--- src/rtl/sdi_rx_pkg.sv ---
`timescale 1ns/1ps
package sdi_rx_pkg;
  localparam int WORD_W      = 10;
  localparam int PRE_WORDS   = 3;
  localparam int SCR_TAP_LO  = 4;
  localparam int SCR_TAP_HI  = 9;
  localparam int ID_FLAG_BIT = 6;
  localparam int LOCK_CODES  = 2;

  // Preamble test on a window whose bit 0 is the oldest bit.
  function automatic logic preamble_at(input logic [PRE_WORDS*WORD_W-1:0] win);
    logic ones_ok;
    logic zeros_ok;
    ones_ok  = &win[WORD_W-1:0];
    zeros_ok = ~|win[PRE_WORDS*WORD_W-1:WORD_W];
    return ones_ok & zeros_ok;
  endfunction
endpackage

--- src/rtl/sdi_nrzi_dec.sv ---
`timescale 1ns/1ps
module sdi_nrzi_dec (
  input  logic clk,
  input  logic rst_n,
  input  logic en,
  input  logic bypass,
  input  logic din,
  output logic dout
);
  logic prev_q;

  always_ff @(posedge clk) begin
    if (!rst_n)  prev_q <= 1'b0;
    else if (en) prev_q <= din;
  end

  assign dout = bypass ? din : (din ^ prev_q);
endmodule

--- src/rtl/sdi_descrambler.sv ---
`timescale 1ns/1ps
module sdi_descrambler #(
  parameter int TAP_LO = sdi_rx_pkg::SCR_TAP_LO,
  parameter int TAP_HI = sdi_rx_pkg::SCR_TAP_HI
) (
  input  logic clk,
  input  logic rst_n,
  input  logic en,
  input  logic bypass,
  input  logic din,
  output logic dout
);
  // hist_q[0] is the most recent input bit
  logic [TAP_HI-1:0] hist_q;

  always_ff @(posedge clk) begin
    if (!rst_n)  hist_q <= '0;
    else if (en) hist_q <= {hist_q[TAP_HI-2:0], din};
  end

  assign dout = bypass ? din : (din ^ hist_q[TAP_LO-1] ^ hist_q[TAP_HI-1]);
endmodule

--- src/rtl/sdi_word_framer.sv ---
`timescale 1ns/1ps
module sdi_word_framer #(
  parameter int W         = sdi_rx_pkg::WORD_W,
  parameter int PRE_WORDS = sdi_rx_pkg::PRE_WORDS,
  parameter int FLAG_BIT  = sdi_rx_pkg::ID_FLAG_BIT,
  parameter int LOCK_N    = sdi_rx_pkg::LOCK_CODES
) (
  input  logic         clk,
  input  logic         rst_n,
  input  logic         en,
  input  logic         din,
  input  logic         h_hold,
  output logic         word_valid,
  output logic [W-1:0] word_data,
  output logic         h_active,
  output logic         locked
);
  localparam int SPAN  = (PRE_WORDS + 1) * W;
  localparam int CNT_W = $clog2(W);
  localparam int RUN_W = $clog2(LOCK_N + 1);
  localparam logic [CNT_W-1:0] LAST_BIT = CNT_W'(W - 1);
  localparam logic [RUN_W-1:0] RUN_GOAL = RUN_W'(LOCK_N);
  localparam logic [RUN_W-1:0] RUN_ONE  = RUN_W'(1);

  logic [SPAN-2:0]  hist_q;
  logic [SPAN-1:0]  window;
  logic [W-1:0]     newest;
  logic [CNT_W-1:0] cnt_q;
  logic [RUN_W-1:0] run_q;
  logic [RUN_W-1:0] run_inc;
  logic             code_hit;
  logic             on_edge;
  logic             word_end;

  assign window   = {din, hist_q};
  assign newest   = window[SPAN-1 -: W];
  assign code_hit = en & sdi_rx_pkg::preamble_at(window[PRE_WORDS*W-1:0]);
  assign on_edge  = (cnt_q == LAST_BIT);
  assign word_end = en & (on_edge | code_hit);
  assign run_inc  = (run_q < RUN_GOAL) ? run_q + 1'b1 : run_q;

  always_ff @(posedge clk) begin
    if (!rst_n) begin
      hist_q     <= '0;
      cnt_q      <= '0;
      run_q      <= '0;
      word_valid <= 1'b0;
      word_data  <= '0;
      h_active   <= 1'b1;
      locked     <= 1'b0;
    end else begin
      word_valid <= 1'b0;
      if (en) begin
        hist_q <= window[SPAN-1:1];
        if (word_end) begin
          cnt_q      <= '0;
          word_valid <= 1'b1;
          word_data  <= newest;
        end else begin
          cnt_q <= cnt_q + 1'b1;
        end
        if (code_hit) begin
          if (on_edge) begin
            run_q  <= run_inc;
            locked <= (run_inc >= RUN_GOAL);
          end else begin
            run_q  <= RUN_ONE;
            locked <= 1'b0;
          end
          if (!h_hold) h_active <= newest[FLAG_BIT];
        end
      end
    end
  end

  a_r1_strobe_after_bit: assert property (@(posedge clk) disable iff (!rst_n)
    word_valid |-> $past(en));
  a_r4_count_in_range: assert property (@(posedge clk) disable iff (!rst_n)
    cnt_q <= LAST_BIT);
  a_r6_lock_rise_on_code: assert property (@(posedge clk) disable iff (!rst_n)
    $rose(locked) |-> $past(code_hit && on_edge));
  a_r7_lock_fall_on_code: assert property (@(posedge clk) disable iff (!rst_n)
    $fell(locked) |-> $past(code_hit && !on_edge));
  a_r10_idle_hold: assert property (@(posedge clk) disable iff (!rst_n)
    !$past(en) |-> (!word_valid && $stable(locked) && $stable(h_active) && $stable(word_data)));
endmodule

--- src/rtl/sdi_rx_framer.sv ---
`timescale 1ns/1ps
module sdi_rx_framer #(
  parameter int W = sdi_rx_pkg::WORD_W
) (
  input  logic         clk,
  input  logic         rst_n,
  input  logic         bit_en,
  input  logic         bit_in,
  input  logic         decode_bypass,
  output logic         word_valid,
  output logic [W-1:0] word_data,
  output logic         h_active,
  output logic         locked
);
  logic line_dec;
  logic plain_bit;

  sdi_nrzi_dec u_nrzi (
    .clk(clk), .rst_n(rst_n), .en(bit_en), .bypass(decode_bypass),
    .din(bit_in), .dout(line_dec)
  );

  sdi_descrambler u_descr (
    .clk(clk), .rst_n(rst_n), .en(bit_en), .bypass(decode_bypass),
    .din(line_dec), .dout(plain_bit)
  );

  sdi_word_framer #(.W(W)) u_frame (
    .clk(clk), .rst_n(rst_n), .en(bit_en), .din(plain_bit),
    .h_hold(decode_bypass), .word_valid(word_valid), .word_data(word_data),
    .h_active(h_active), .locked(locked)
  );

  a_r8_h_frozen_in_bypass: assert property (@(posedge clk) disable iff (!rst_n)
    $past(decode_bypass) |-> $stable(h_active));
endmodule

--- config.mk ---
export PLATFORM = sky130hd
export DESIGN_NAME = sdi_rx_framer
export DESIGN_NICKNAME = d
export VERILOG_FILES = /design/src/rtl/sdi_rx_pkg.sv /design/src/rtl/sdi_nrzi_dec.sv /design/src/rtl/sdi_descrambler.sv /design/src/rtl/sdi_word_framer.sv /design/src/rtl/sdi_rx_framer.sv
export SDC_FILE = /design/constraint.sdc
export NUM_CORES = 1
export LEC_CHECK = 0
export BUFFER_PORTS_ARGS = -buffer_cell sky130_fd_sc_hd__buf_2
export CORE_ASPECT_RATIO = 1.5
export CORE_MARGIN = 5
export CORE_UTILIZATION = 58
export CTS_CLUSTER_SIZE = 16
export DETAILED_ROUTE_END_ITERATION = 6
export PLACE_DENSITY = 0.84
export SYNTH_ARGS = -nofsm -noshare
export SYNTH_HDL_FRONTEND = slang
export SYNTH_SLANG_ARGS = --single-unit
--- constraint.sdc ---
create_clock -name clk -period 2.56 [get_ports clk]
set_clock_uncertainty 0.15 [all_clocks]
set_input_delay 0.768 -clock clk [delete_from_list [all_inputs] [get_ports clk]]
set_output_delay 0.768 -clock clk [all_outputs]
set_load 0.01 [all_outputs]
; ---- Yosys cells after proc, flatten, opt, wreduce, memory -nomap -nowiden
; Index checks and enable logic that the tools add are counted.
[word_totals]
inputBits = 5
output_inout_bits = 13
n_memories = 0
wordCells = 36
rom_bits = 0
register_bits = 68
latch_bits = 0
mem_bits_rw = 0
[classes]
n_lt_le_gt_ge = 2
eq_ne = 1
n_shift = 0
bitwise_logic = 8
n_mux = 7
mul = 0
div = 0
addsub = 2
reduce_logical = 7
[ops]
columns = cell, n
row1 = $reduce_or A20 Y1, 1
row2 = $reduce_and A10 Y1, 1
row3 = $reduce_and A2 Y1, 3
row4 = $add A4 B1 Y4 const B, 1
row5 = $eq A4 B4 Y1 const B, 1
row6 = $mux W1, 4
row7 = $mux W2, 2
row8 = $mux W4, 1
row9 = $and A1 B1 Y1, 3
row10 = $reduce_and A3 Y1, 1
row11 = $xor A1 B1 Y1, 3
row12 = $add A2 B1 Y2 const B, 1
row13 = $ge A2 B2 Y1 const B, 1
row14 = $lt A2 B2 Y1 const B, 1
row15 = $logic_not A1 Y1, 1
row16 = $not A1 Y1, 1
row17 = $or A1 B1 Y1, 1

; ---- Longest topological paths before layout
[depth]
ltp_word = 7
depth_mapped = 6
depth_no_buf = 5

; ---- Cells and area by module
; From an unflattened synthesis, not the netlist that was laid out.
[hier_totals]
cells_unflattened = 295
area_unflattened_um2 = 2935.3
[modules_own_cells]
columns = module, instances, area_each_um2, seq_area_each_um2, cells_each
row1 = sdi_word_framer, 1, 2528.7, 1141.1, 259
row2 = sdi_descrambler, 1, 355.3, 180.2, 31
row3 = sdi_nrzi_dec, 1, 51.3, 20.0, 5

; ---- Worst setup path after synthesis
; OpenSTA, ideal clock, no wires.
[synth_path]
kind = input to register
from = in bit_en
to = reg u_descr.hist_q[1]
path_buffers = 2
required_ps = 2282
arrival_ps = 1679
stages = 4
setup_slack_ps = 603
setup_ps = 128
path_cell_list = clkbuf_1 -> clkbuf_1 -> mux2i_1 -> nor2_1
[synth_lines]
columns = item, line
row1 = start: declaration, sdi_rx_framer.sv:7  ; input logic bit_en,
row2 = end signal: assignment, sdi_descrambler.sv:18  ; else if (en) hist_q <= {hist_q[TAP_HI-2:0], din};
row3 = end: declaration, sdi_descrambler.sv:14  ; logic [TAP_HI-1:0] hist_q;

; ---- Worst setup path after layout
[layout_path]
from = reg u_frame.hist_q[12]
to = reg u_frame.cnt_q[1]
[layout_between]
elab_chain_cells = 7
[layout_rtl]
columns = item, line
row1 = start: declaration, sdi_word_framer.sv:25  ; logic [SPAN-2:0] hist_q;
row2 = start signal: assignment, sdi_word_framer.sv:54  ; hist_q <= window[SPAN-1:1];
row3 = $reduce_or A20 Y1, sdi_rx_pkg.sv:15  ; zeros_ok = ~|win[PRE_WORDS*WORD_W-1:WORD_W];
row4 = $logic_not A1 Y1, sdi_rx_pkg.sv:15
row5 = $and A1 B1 Y1, sdi_rx_pkg.sv:16  ; return ones_ok & zeros_ok;
row6 = $and A1 B1 Y1, sdi_word_framer.sv:37  ; assign code_hit = en & sdi_rx_pkg::preamble_at(window[PRE_WORDS*W-1:0]);
row7 = $or A1 B1 Y1, sdi_word_framer.sv:39  ; assign word_end = en & (on_edge | code_hit);
row8 = $and A1 B1 Y1, sdi_word_framer.sv:39
row9 = $mux W4, sdi_word_framer.sv:55  ; if (word_end) begin
row10 = end signal: assignment, sdi_word_framer.sv:60  ; cnt_q <= cnt_q + 1'b1;
row11 = end: declaration, sdi_word_framer.sv:28  ; logic [CNT_W-1:0] cnt_q;
; No other way between the ends.
; A chain may end at the register's enable or synchronous reset.

==> flow_metrics.env <==
export IMPL_first_pass_iters=4
export IMPL_r2r_end="u_frame.cnt_q[1]"
export IMPL_fill_cells=319
export IMPL_syn_mean_instance_area_um2=10.0
export IMPL_grt_max_degree=59
export IMPL_synth_edf_count=0
export IMPL_cts_clk_slew_worst_paths_ns=0.07
export IMPL_wl_mm=4.39
export IMPL_cap_violations=0
export IMPL_synth_xor_area_share_pct=1.69
export IMPL_cts_hold_buf=0
export IMPL_design_area_um2=2970
export IMPL_vias=1807
export IMPL_drt_iter0_markers=84
export IMPL_core_um2=4280
export IMPL_synth_nets=267
export IMPL_seq_area_frac_synth_pct=51.7
export IMPL_ff2ff_path_depth=5
export IMPL_async_flop_share_pct=0
export IMPL_wl_per_cell_um=13.3
export IMPL_start_util_pct=60.5
export IMPL_crit_type="reg2reg"
export IMPL_cts_tree="yes"
export IMPL_drtAntennaViolNets=0
export IMPL_cts_sinks=67
export IMPL_fin_nets=288
export IMPL_die_height_um=91.9
export IMPL_finalSetupViolCount=0
export IMPL_clock_path_buffers=2
export IMPL_holdCritPathClass="reg2reg"
export IMPL_ys_flop_type="dfxtp_1"
export IMPL_rsz0062_at_grt="false"
export IMPL_finalSetupTns_ns=0
export IMPL_powerDensity_nw_per_um2=726
export IMPL_netlist_area_um2=2590
export IMPL_hp_start="u_frame.word_data[3]"
export IMPL_cts_setup_buffers=0
export IMPL_leakage_uw=0.00137
export IMPL_power_uw=2160
export IMPL_yosysUniqueCellTypes=29
export IMPL_hold_path_cell_count=2
export IMPL_grt_pass1_vias=1788
export IMPL_syn_inst=259
export IMPL_drc=0
export IMPL_rows=29
export IMPL_gr_total_overflow=0
export IMPL_grt_pass1_wl_mm=7.80
export IMPL_cts_buffers_inserted=9
export IMPL_area_growth_pct=14.5
export IMPL_ios=18
export IMPL_worstPathArrival_ns=2.10
export IMPL_root_buffer="clkbuf_8"
export IMPL_viasPerCell=5.48
export IMPL_hold_viol=0
export IMPL_hpwl_mm=2.85
export IMPL_synth_top_family_by_area="multiplexers"
export IMPL_antenna_found_initial=0
export IMPL_port_buffers=17
export IMPL_fmax_mhz=494
export IMPL_die_area_um2=5930
export IMPL_min_period_ns=2.03
export IMPL_drive_above_1_share_pct=14.8
export IMPL_cts_resized=0
export IMPL_gr_usage_all_layers_pct=16.9
export IMPL_drv_slew=0
export IMPL_cp_end_kind="flop"
export IMPL_reg2reg_from="u_frame.hist_q[12]"
export IMPL_whs_ns=0.308
export IMPL_relSlewSlack_pct=48.0
export IMPL_gp_congestion=0.775
export IMPL_reg2reg_slack_ns=0.53
export IMPL_clk_latency_ns=0.34
export IMPL_diodes=0
export IMPL_hold_path_end="u_frame.word_data[3]"
export IMPL_synth_seq_cells=67
export IMPL_htreeDepth=3
export IMPL_yosysWarnings=0
export IMPL_synth_compound_area_share_pct=2.90
export IMPL_cp_required_ns=2.64
export IMPL_synth_mux_area_share_pct=22.0
export IMPL_die_x_um=64.6
export IMPL_tightest_slew_ns=0.780
export IMPL_synth_adder_area_share_pct=1.45
export IMPL_crit_fanout=14
export IMPL_status="completed"
export IMPL_critPathLaunchType="flop"
export IMPL_placed_area_um2=2740
export IMPL_fin_crit_sh_pct=79.1
export IMPL_peakVddDrop_v=0.000517
export IMPL_synthSimpleGateAreaFrac_pct=16.8
==> worst max-delay path: stages (launching register included) <==
cell and delay [ns]:
dfxtp_1 0.32, nor4_1 0.36, nand4_1 0.20, nor4_4 0.34, o21ai_2 0.28, and3_1 0.27
==> sequential cells by signal, indices dropped and copies added, names as in the netlist <==
signal / flops
u_descr.hist_q: 9
u_frame.cnt_q: 4
u_frame.h_active: 1
u_frame.hist_q: 39
u_frame.run_q: 2
u_frame.word_data: 10
u_frame.word_valid: 1
u_nrzi.prev_q: 1
==> per-layer routing <==
metal | GRT usage (%) | vias to the layer above | wire (µm)
met1 | 19.8 | 850 | 2000
li1 | - | 918 | -
met5 | 0 | - | 0
met3 | 5.50 | 10 | 184
met2 | 27.2 | 29 | 2110
met4 | 9.35 | 0 | 94
==> cells by family after synthesis <==
kind of cell | Yosys count
flip-flops | 67
buffers and inverters | 20
multiplexers | 57
AND/OR/NAND/NOR | 95
XOR/XNOR | 5
adder cells (fa/ha/maj) | 3
AO/OA/AOI/OAI | 12
==> cells in the mapped netlist (all sizes together) (2+ instances only) <==
master	instances	share of area, %
inv	4	0.58
clkbuf	10	1.4
a21oi	4	0.77
nand2	20	2.9
ha	3	1.4
nor4b	2	0.68
nor3	2	0.39
xnor2	4	1.4
mux2i	57	22
dfxtp	67	52
and3	3	0.72
nor2	52	7.5
nor2b	2	0.48
buf	5	1.2
o21ai	4	0.92
nor4	4	1.5
o21a	2	0.58
nand4	5	1.2
nand2b	2	0.48
==> placed cells by master (no fill, tap or decap), drive strengths merged, types with 4 or more instances in the layout <==
cell / count
dfxtp: 67
mux2i: 57
nor2: 52
buf: 25
nand2: 20
clkbuf: 9
nand4: 5
inv: 4
xnor2: 4
a21oi: 4
nor4: 4
o21ai: 4
clkinv: 4
==> power by group <==
group          total, µW  switching (µW)  internal (µW)
clock network       1010             372            636
logic               90.0            51.7           38.3
registers           1060            7.53           1050
total               2160             431           1720
==> cell type report <==
type                    count  area [µm²]  area share (%)
inverters                   5        18.8           0.632
flip-flops and latches     67        1340            45.2
clock buffers               9         124            4.17
repair buffers             25         158            5.31
well taps                  46        57.6            1.94
clock inverters             6         105            3.54
multi-input cells         172        1160            39.2
==> per-stage QoR <==
step / std cells / util (%) / setup WS, ns
after floorplan: 259 / - / 0.603
after global placement: 315 / 64.0 / 0.418
after detailed placement: 315 / 64.0 / 0.364
after CTS: 330 / 69.3 / 0.494
after global routing: 330 / 69.3 / 0.386
final: 330 / 69.3 / 0.535
==> how the worst max path moves through the flow <==
stage	startpoint	endpoint	slack, ns
4_1_cts	u_frame.hist_q[16]	u_frame.cnt_q[1]	0.49
3_5_place_dp	bit_en	u_frame.word_data[6]	0.36
3_3_place_gp	bit_en	u_frame.word_data[2]	0.42
6_report	u_frame.hist_q[12]	u_frame.cnt_q[1]	0.53
5_1_grt	u_frame.hist_q[12]	u_frame.cnt_q[1]	0.39
2_1_floorplan	bit_en	u_descr.hist_q[1]	0.60
(Power assumes the default switching activity.)
